**src/rtl/sfu_pkg.sv**
```systemverilog
package sfu_pkg;
  localparam int SFU_AW = 2;
  localparam int SFU_DW = 32;
  localparam int SFU_FLD_W = 8;

  localparam logic [SFU_AW-1:0] SFU_A_ACTION = 2'd0;
  localparam logic [SFU_AW-1:0] SFU_A_STATUS = 2'd1;
  localparam logic [SFU_AW-1:0] SFU_A_CLEAR  = 2'd2;

  // Status word: status flags from bit 0, overrun from bit 8, overlap from bit 16.
  function automatic logic [SFU_DW-1:0] sfu_pack_status(
    input logic [SFU_FLD_W-1:0] st,
    input logic [SFU_FLD_W-1:0] ov,
    input logic [SFU_FLD_W-1:0] ol
  );
    return {8'h00, ol, ov, st};
  endfunction
endpackage

```
**src/rtl/sfu_overlap_chk.sv**
```systemverilog
module sfu_overlap_chk #(
  parameter int NUM_REG = 9
) (
  input  logic               valid_i,
  input  logic               perm_fail_i,
  input  logic [NUM_REG-1:0] hits_i,
  output logic               ovl_err_o,
  output logic               fault_o
);
  localparam int CNT_W = $clog2(NUM_REG + 1);

  // Region 0 is the background region and never counts toward an overlap.
  function automatic logic [CNT_W-1:0] count_upper(input logic [NUM_REG-1:0] h);
    logic [CNT_W-1:0] c;
    c = '0;
    for (int r = 1; r < NUM_REG; r++) begin
      c = c + CNT_W'(h[r]);
    end
    return c;
  endfunction

  logic [CNT_W-1:0] upper_hits;
  assign upper_hits = count_upper(hits_i);
  assign ovl_err_o  = valid_i && (upper_hits >= CNT_W'(2));
  assign fault_o    = valid_i && (perm_fail_i || ovl_err_o);
endmodule

```
**src/rtl/sfu_flag_cell.sv**
```systemverilog
module sfu_flag_cell (
  input  logic clk,
  input  logic rst_n,
  input  logic fault_i,
  input  logic ovl_err_i,
  input  logic clr_i,
  output logic stat_o,
  output logic ovr_o,
  output logic ovl_o
);
  logic stat_q, ovr_q, ovl_q;
  logic held;

  // A flag survives the cycle only if no clear targets it.
  assign held = stat_q && !clr_i;

  always_ff @(posedge clk) begin
    if (!rst_n) begin
      stat_q <= 1'b0;
      ovr_q  <= 1'b0;
      ovl_q  <= 1'b0;
    end else begin
      stat_q <= fault_i || held;
      ovr_q  <= (fault_i && held) || (ovr_q && !clr_i);
      ovl_q  <= ovl_err_i || (ovl_q && !clr_i);
    end
  end

  assign stat_o = stat_q;
  assign ovr_o  = ovr_q;
  assign ovl_o  = ovl_q;
endmodule

```
**src/rtl/sfu_regif.sv**
```systemverilog
module sfu_regif
  import sfu_pkg::*;
#(
  parameter int NUM_FILT = 4
) (
  input  logic                 clk,
  input  logic                 rst_n,
  input  logic                 wr_i,
  input  logic [SFU_AW-1:0]    addr_i,
  input  logic [SFU_DW-1:0]    wdata_i,
  input  logic [NUM_FILT-1:0]  stat_i,
  input  logic [NUM_FILT-1:0]  ovr_i,
  input  logic [NUM_FILT-1:0]  ovl_i,
  output logic [1:0]           act_o,
  output logic [NUM_FILT-1:0]  clr_o,
  output logic [SFU_DW-1:0]    rdata_o
);
  logic [1:0] act_q;
  logic [SFU_FLD_W-1:0] st8, ov8, ol8;
  logic unused_wbits;

  assign unused_wbits = ^wdata_i[SFU_DW-1:SFU_FLD_W];

  always_ff @(posedge clk) begin
    if (!rst_n) begin
      act_q <= 2'b00;
    end else if (wr_i && addr_i == SFU_A_ACTION) begin
      act_q <= wdata_i[1:0];
    end
  end

  assign clr_o = (wr_i && addr_i == SFU_A_CLEAR) ? wdata_i[NUM_FILT-1:0] : '0;

  always_comb begin
    st8 = '0;
    ov8 = '0;
    ol8 = '0;
    st8[NUM_FILT-1:0] = stat_i;
    ov8[NUM_FILT-1:0] = ovr_i;
    ol8[NUM_FILT-1:0] = ovl_i;
  end

  always_comb begin
    case (addr_i)
      SFU_A_ACTION: rdata_o = {{(SFU_DW-2){1'b0}}, act_q};
      SFU_A_STATUS: rdata_o = sfu_pack_status(st8, ov8, ol8);
      default:      rdata_o = '0;
    endcase
  end

  assign act_o = act_q;
endmodule

```
**src/rtl/sfu_fault_irq.sv**
```systemverilog
module sfu_fault_irq
  import sfu_pkg::*;
#(
  parameter int NUM_FILT = 4,   // at most 8: the status word has 8-bit fields
  parameter int NUM_REG  = 9
) (
  input  logic                        clk,
  input  logic                        rst_n,
  input  logic [NUM_FILT-1:0]         acc_valid_i,
  input  logic [NUM_FILT-1:0]         perm_fail_i,
  input  logic [NUM_FILT*NUM_REG-1:0] region_hit_i,
  input  logic                        reg_wr_i,
  input  logic [SFU_AW-1:0]           reg_addr_i,
  input  logic [SFU_DW-1:0]           reg_wdata_i,
  output logic [SFU_DW-1:0]           reg_rdata_o,
  output logic                        irq_o,
  output logic [NUM_FILT-1:0]         resp_decerr_o
);
  // Named internal events, visible to the bound checker.
  logic [NUM_FILT-1:0] fault_w;
  logic [NUM_FILT-1:0] ovl_err_w;
  logic [NUM_FILT-1:0] clr_w;
  logic [NUM_FILT-1:0] stat_w;
  logic [NUM_FILT-1:0] ovr_w;
  logic [NUM_FILT-1:0] ovl_w;
  logic [1:0]          act_w;

  for (genvar n = 0; n < NUM_FILT; n++) begin : g_filt
    sfu_overlap_chk #(.NUM_REG(NUM_REG)) u_ovl (
      .valid_i     (acc_valid_i[n]),
      .perm_fail_i (perm_fail_i[n]),
      .hits_i      (region_hit_i[n*NUM_REG +: NUM_REG]),
      .ovl_err_o   (ovl_err_w[n]),
      .fault_o     (fault_w[n])
    );

    sfu_flag_cell u_flags (
      .clk       (clk),
      .rst_n     (rst_n),
      .fault_i   (fault_w[n]),
      .ovl_err_i (ovl_err_w[n]),
      .clr_i     (clr_w[n]),
      .stat_o    (stat_w[n]),
      .ovr_o     (ovr_w[n]),
      .ovl_o     (ovl_w[n])
    );
  end

  sfu_regif #(.NUM_FILT(NUM_FILT)) u_regs (
    .clk     (clk),
    .rst_n   (rst_n),
    .wr_i    (reg_wr_i),
    .addr_i  (reg_addr_i),
    .wdata_i (reg_wdata_i),
    .stat_i  (stat_w),
    .ovr_i   (ovr_w),
    .ovl_i   (ovl_w),
    .act_o   (act_w),
    .clr_o   (clr_w),
    .rdata_o (reg_rdata_o)
  );

  assign irq_o         = act_w[1] && (|stat_w);
  assign resp_decerr_o = fault_w & {NUM_FILT{act_w[0]}};
endmodule

```
**config.mk**
```make
export PLATFORM = sky130hd
export DESIGN_NAME = sfu_fault_irq
export DESIGN_NICKNAME = d
export VERILOG_FILES = /design/src/rtl/sfu_pkg.sv /design/src/rtl/sfu_overlap_chk.sv /design/src/rtl/sfu_flag_cell.sv /design/src/rtl/sfu_regif.sv /design/src/rtl/sfu_fault_irq.sv
export SDC_FILE = /design/constraint.sdc
export NUM_CORES = 1
export LEC_CHECK = 0
export BUFFER_PORTS_ARGS = -buffer_cell sky130_fd_sc_hd__clkbuf_2
export CAP_MARGIN = 10
export CORE_UTILIZATION = 30
export DETAILED_ROUTE_END_ITERATION = 12
export PLACE_DENSITY_LB_ADDON = 0.2
export SLEW_MARGIN = 25
export SYNTH_ARGS = -nofsm -noshare
export SYNTH_HDL_FRONTEND = slang
export SYNTH_HIERARCHICAL = 1
export SYNTH_SLANG_ARGS = --single-unit
```
**constraint.sdc**
```tcl
create_clock -name clk -period 6.1 [get_ports clk]
set_input_delay 1.22 -clock clk [delete_from_list [all_inputs] [get_ports clk]]
set_output_delay 1.22 -clock clk [all_outputs]
set_load 0.01 [all_outputs]
```
# Yosys cells after proc, flatten, opt, wreduce, memory -nomap -nowiden
# Cells that the tools add are included.
[word_totals]
wordCells = 99
inputBits = 81
regBits = 14
[op_classes]
n_mux = 2
order_cmp = 4
n_addsub = 28
bitwise_logic = 1
n_eq_ne = 2
reduce_logical = 49
[op_table]
columns = ["operator", "n"]
rows = [
  ["$add 4x1->4", 24],
  ["$pmux 20 s2", 1],
  ["$logic_and 1x1->1", 27],
  ["$ge 4x2->1 const B", 4],
  ["$logic_or 1x1->1", 16],
  ["$add 1x1->2", 4],
  ["$and 4x4->4", 1],
  ["$logic_not 1->1", 4],
  ["$mux 4", 1],
  ["$reduce_or 4->1", 1],
  ["$eq 2x1->1 const B", 1],
  ["$eq 2x2->1 const B", 1],
  ["$logic_not 2->1", 1],
]

# Depth between registers and ports, before layout
[logic_depth]
word_depth = 13
mapped_depth = 12

# Modules after synthesis
# The synthesis kept the hierarchy.
[by_module_without_submodules]
columns = ["mod", "area_per_inst_um2", "seq_area_each_um2", "instances", "cells_per_inst"]
rows = [
  ["sfu_overlap_chk", 227.7, 0.0, 4, 28],
  ["sfu_flag_cell", 105.1, 60.1, 4, 9],
  ["sfu_regif", 379.1, 40.0, 1, 50],
  ["sfu_fault_irq", 36.3, 0.0, 1, 5],
]

# Worst setup path before layout
# OpenSTA, ideal clock, no wires.
[synth_path]
path_type = "input to output"
start = "in region_hit_i[1]"
end = "out resp_decerr_o[0]"
path_stages = 11
path_buffers = 0
arrival_time_ns = 4.133
path_slack_ns = 0.747
t_required_ns = 4.880
cell_sequence = "inv_1 fa_1 fa_1 fa_1 inv_1 ha_1 inv_1 fa_1 and4bb_1 a311oi_1 and2_1"
[synth_via]
elab_chain_len = 12
[synth_lines]
columns = ["item", "line_no", "text"]
rows = [
  ["start: declaration", "sfu_fault_irq.sv:11", "input logic [NUM_FILT*NUM_REG-1:0] region_hit_i,"],
  ["$add 1x1->2", "sfu_overlap_chk.sv:17", "c = c + CNT_W'(h[r]);"],
  ["$add 4x1->4 (6 in a row)", "sfu_overlap_chk.sv:17", ""],
  ["$ge 4x2->1", "sfu_overlap_chk.sv:24", "assign ovl_err_o = valid_i && (upper_hits >= CNT_W'(2));"],
  ["$logic_and 1x1->1", "sfu_overlap_chk.sv:24", ""],
  ["$logic_or 1x1->1", "sfu_overlap_chk.sv:25", "assign fault_o = valid_i && (perm_fail_i || ovl_err_o);"],
  ["$logic_and 1x1->1", "sfu_overlap_chk.sv:25", ""],
  ["named net fault_w[0]", "sfu_fault_irq.sv:20", "logic [NUM_FILT-1:0] fault_w;"],
  ["$and 4x4->4", "sfu_fault_irq.sv:64", "assign resp_decerr_o = fault_w & {NUM_FILT{act_w[0]}};"],
  ["end: declaration", "sfu_fault_irq.sv:17", "output logic [NUM_FILT-1:0] resp_decerr_o"],
]
# The timed path passes the listed nets, and every way through them passes these cells.

# Worst setup path in the final report
[layout_path]
start = "in region_hit_i[19]"
end = "out resp_decerr_o[2]"
# Same word-level chain as after synthesis.

==> impl_metrics.toml <==
[yosys]
synth.top_cell.area_share = 0.183
ys_seq_area_frac = 0.160
synth_cell_types = 21
synth.ff_latch_count = 14
synth_area_sq_um = 1750
synth_cells = 203
syn_area_per_cell_sq_um = 8.60
synthTopCellsByArea = "fa_1 (18%), dfxtp_1 (16%), inv_1 (12%), buf_4 (8.6%), ha_1 (8.6%)"
synth_edf_count = 0
synth-main-ff-cell = "dfxtp_1"
synthArstFlopShare = 0
yosysWarnings = 6
yosys-top-cells-count = "inv_1 (56), buf_4 (20), and2_1 (18)"
synth.largest_area_cell = "fa_1"
yosysMostFrequentCell = "inv_1"

[critical_path]
critical_path.cell_chain = "clkbuf_2, inv_1, fa_1, fa_1, fa_1, inv_1, ha_1, inv_1, fa_1, and4bb_1, a311oi_1, and2_1, clkbuf_2"
r2r-start = "g_filt[2].u_flags/stat_o$_SDFF_PN0_"
critPathSlowestCell = "fa_1"
cp_max_fo = 4
worstPathArrival_ns = 4.54
crit_cells = 13
worstRegToRegCells = 2
cp_top_family = "adder cells"
cp-startpoint = "region_hit_i[19]"
rrSetupSlack_ns = 5.36
critical_path_required_ns = 4.88
max_stage_delay_ns = 0.55
crit_top_cell = "fa_1"
cp_num_buf_inv = 5
critPathKind = "in -> out"
cp-start-kind = "primary input"
cp-end-kind = "output pin"

[place]
numPortBuffers = 65
dpl_cell_area_sq_um = 2080
dp_hpwl_mm = 2.80
place_congestion = 0.726

[cells_and_area]
area_delta_synth_final_pct = 21.6
drive_gt1_frac = 0.274
nets = 381
fill_cells = 609
multi_input_comb_area_sq_um = 1180
seq_area_sq_um = 280
diodes = 0
final_area_sq_um = 2120

[floorplanning]
core.rowCount = 27
coreArea_sq_um = 5570
start_util = 0.313
die_area_sq_um = 6130
io_pins = 118
die_w_um = 78.3
die_height_um = 78.3

[hold_path]
whs_path_depth = 2
hp-class = "reg -> reg"
worstHoldStart = "u_regs/act_o[1]$_SDFFE_PN0P_"

[cts]
numCtsBuffers = 3
path_clk_slew_ns = 0.05
ctsHoldBuffers = 0
htree_levels = 1
clk_latency_ns = 0.24
root_buffer = "clkbuf_8"
cts_setup_buffers = 0
cts.sinks = 14
tritoncts = "built"
clock_path_buffers = 2
cts_resized = 0

[global_route]
antenna_found_initial = 0
grt_overflow = 0
grt_pass1_vias = 1303
busiest_layer = "met2"
globalRouteMet2Util = 0.185
grt_pass1_wl_mm = 5.36
track_usage = 0.108
grt_max_degree = 17
grt_use_met1 = 0.138
grtUsageMet3 = 0.0163

[drt]
avgRoutedWirePerCell_um = 9.23
final_antenna_net_count = 0
firstDrtPassIters = 4
viasPerCell = 4.10
routed_wl_mm = 3.16
drtIter0Drc = 20
drcViolationCount = 0
num_vias = 1402

[timing]
fin_crit_sh = 0.945
finalCriticalPeriod_ns = 5.76
hold_viol_final = 0
fin_worst_skew_ns = 0.000257
rsz0062_at_grt = "no"
drv_slew = 0
setup_viol = 0
setup_tns_ns = 0
fmax_mhz = 174

[power_and_ir_drop]
p_leak_nw = 1.23
powerDensity_nw_per_um2 = 182
p_total_w = 0.000386
peakVddDrop_uv = 67.3

[run]
maxCapViolations = 0

[status]
status = "complete, no violations"
-- power by group --
part / switching [W] / internal [W] / total, W / leakage, nW
clock: 0.0000313 / 0.0000436 / 0.0000749 / 0.0216
sequential: 0.00000686 / 0.000104 / 0.000110 / 0.116
combinational: 0.000103 / 0.0000976 / 0.000201 / 1.09
-- registers in the layout, summed over array words and instances (netlist names) --
register               count
g_filt.u_flags/ovl_o       4
g_filt.u_flags/ovr_o       4
g_filt.u_flags/stat_o      4
u_regs/act_o               2
-- area by class of cell --
type,instances,share of cell area
tap,72,0.0424
inverter,56,0.0989
multi-input combinational,132,0.554
sequential,14,0.132
clock buffer,3,0.0194
timing repair buffer,65,0.153
-- tightest hold or removal path: cells and delay by family (launching register included) --
kind | cells | cell delay [ns]
simple gates | 1 | 0.06
flops | 1 | 0.32
mux | 1 | 0.05
-- cell families after synthesis --
logic type / share of synthesized area
other: 0.00215
muxes: 0.0229
AOI/OAI and AO/OA: 0.0924
DFF: 0.160
adders and majority gates: 0.269
and+or+nand+nor: 0.246
buffers and inverters: 0.206
-- layout by cell type, fill, tap and decap left out, drive strengths merged, types with 8 or more instances in the layout --
cell,netlist,final
inv,56,56
nand2,8,8
clkbuf,0,68
nor2b,9,9
ha,12,12
a311oi,8,8
conb,1,20
dfxtp,14,14
and2,18,18
nor3b,9,9
o21a,8,8
fa,16,16
-- path summary, 6_finish.rpt --
check / endpoint
worst max-delay path: resp_decerr_o[2]
worst min-delay path: u_regs/act_o[1]$_SDFFE_PN0P_
worst max register to register: g_filt[2].u_flags/stat_o$_SDFF_PN0_
worst min register to register: u_regs/act_o[1]$_SDFFE_PN0P_
-- per-layer routing --
layer / share of wire / up-vias
met2: 0.47 / 44
met1: 0.47 / 633
li1: - / 723
met4: 0.0063 / 0
met3: 0.052 / 2
met5: 0 / -
-- metrics by stage --
step,setup WS (ns),util,instances,hold slack [ns]
6_report,0.338,0.381,342,0.478
5_1_grt,0.172,0.381,342,0.509
4_1_cts,0.327,0.381,342,0.484
3_5_place_dp,0.317,0.374,339,0.477
3_3_place_gp,0.357,0.374,339,0.462
2_1_floorplan,0.747,-,222,0.448
Power figures use the tool's default switching activity.
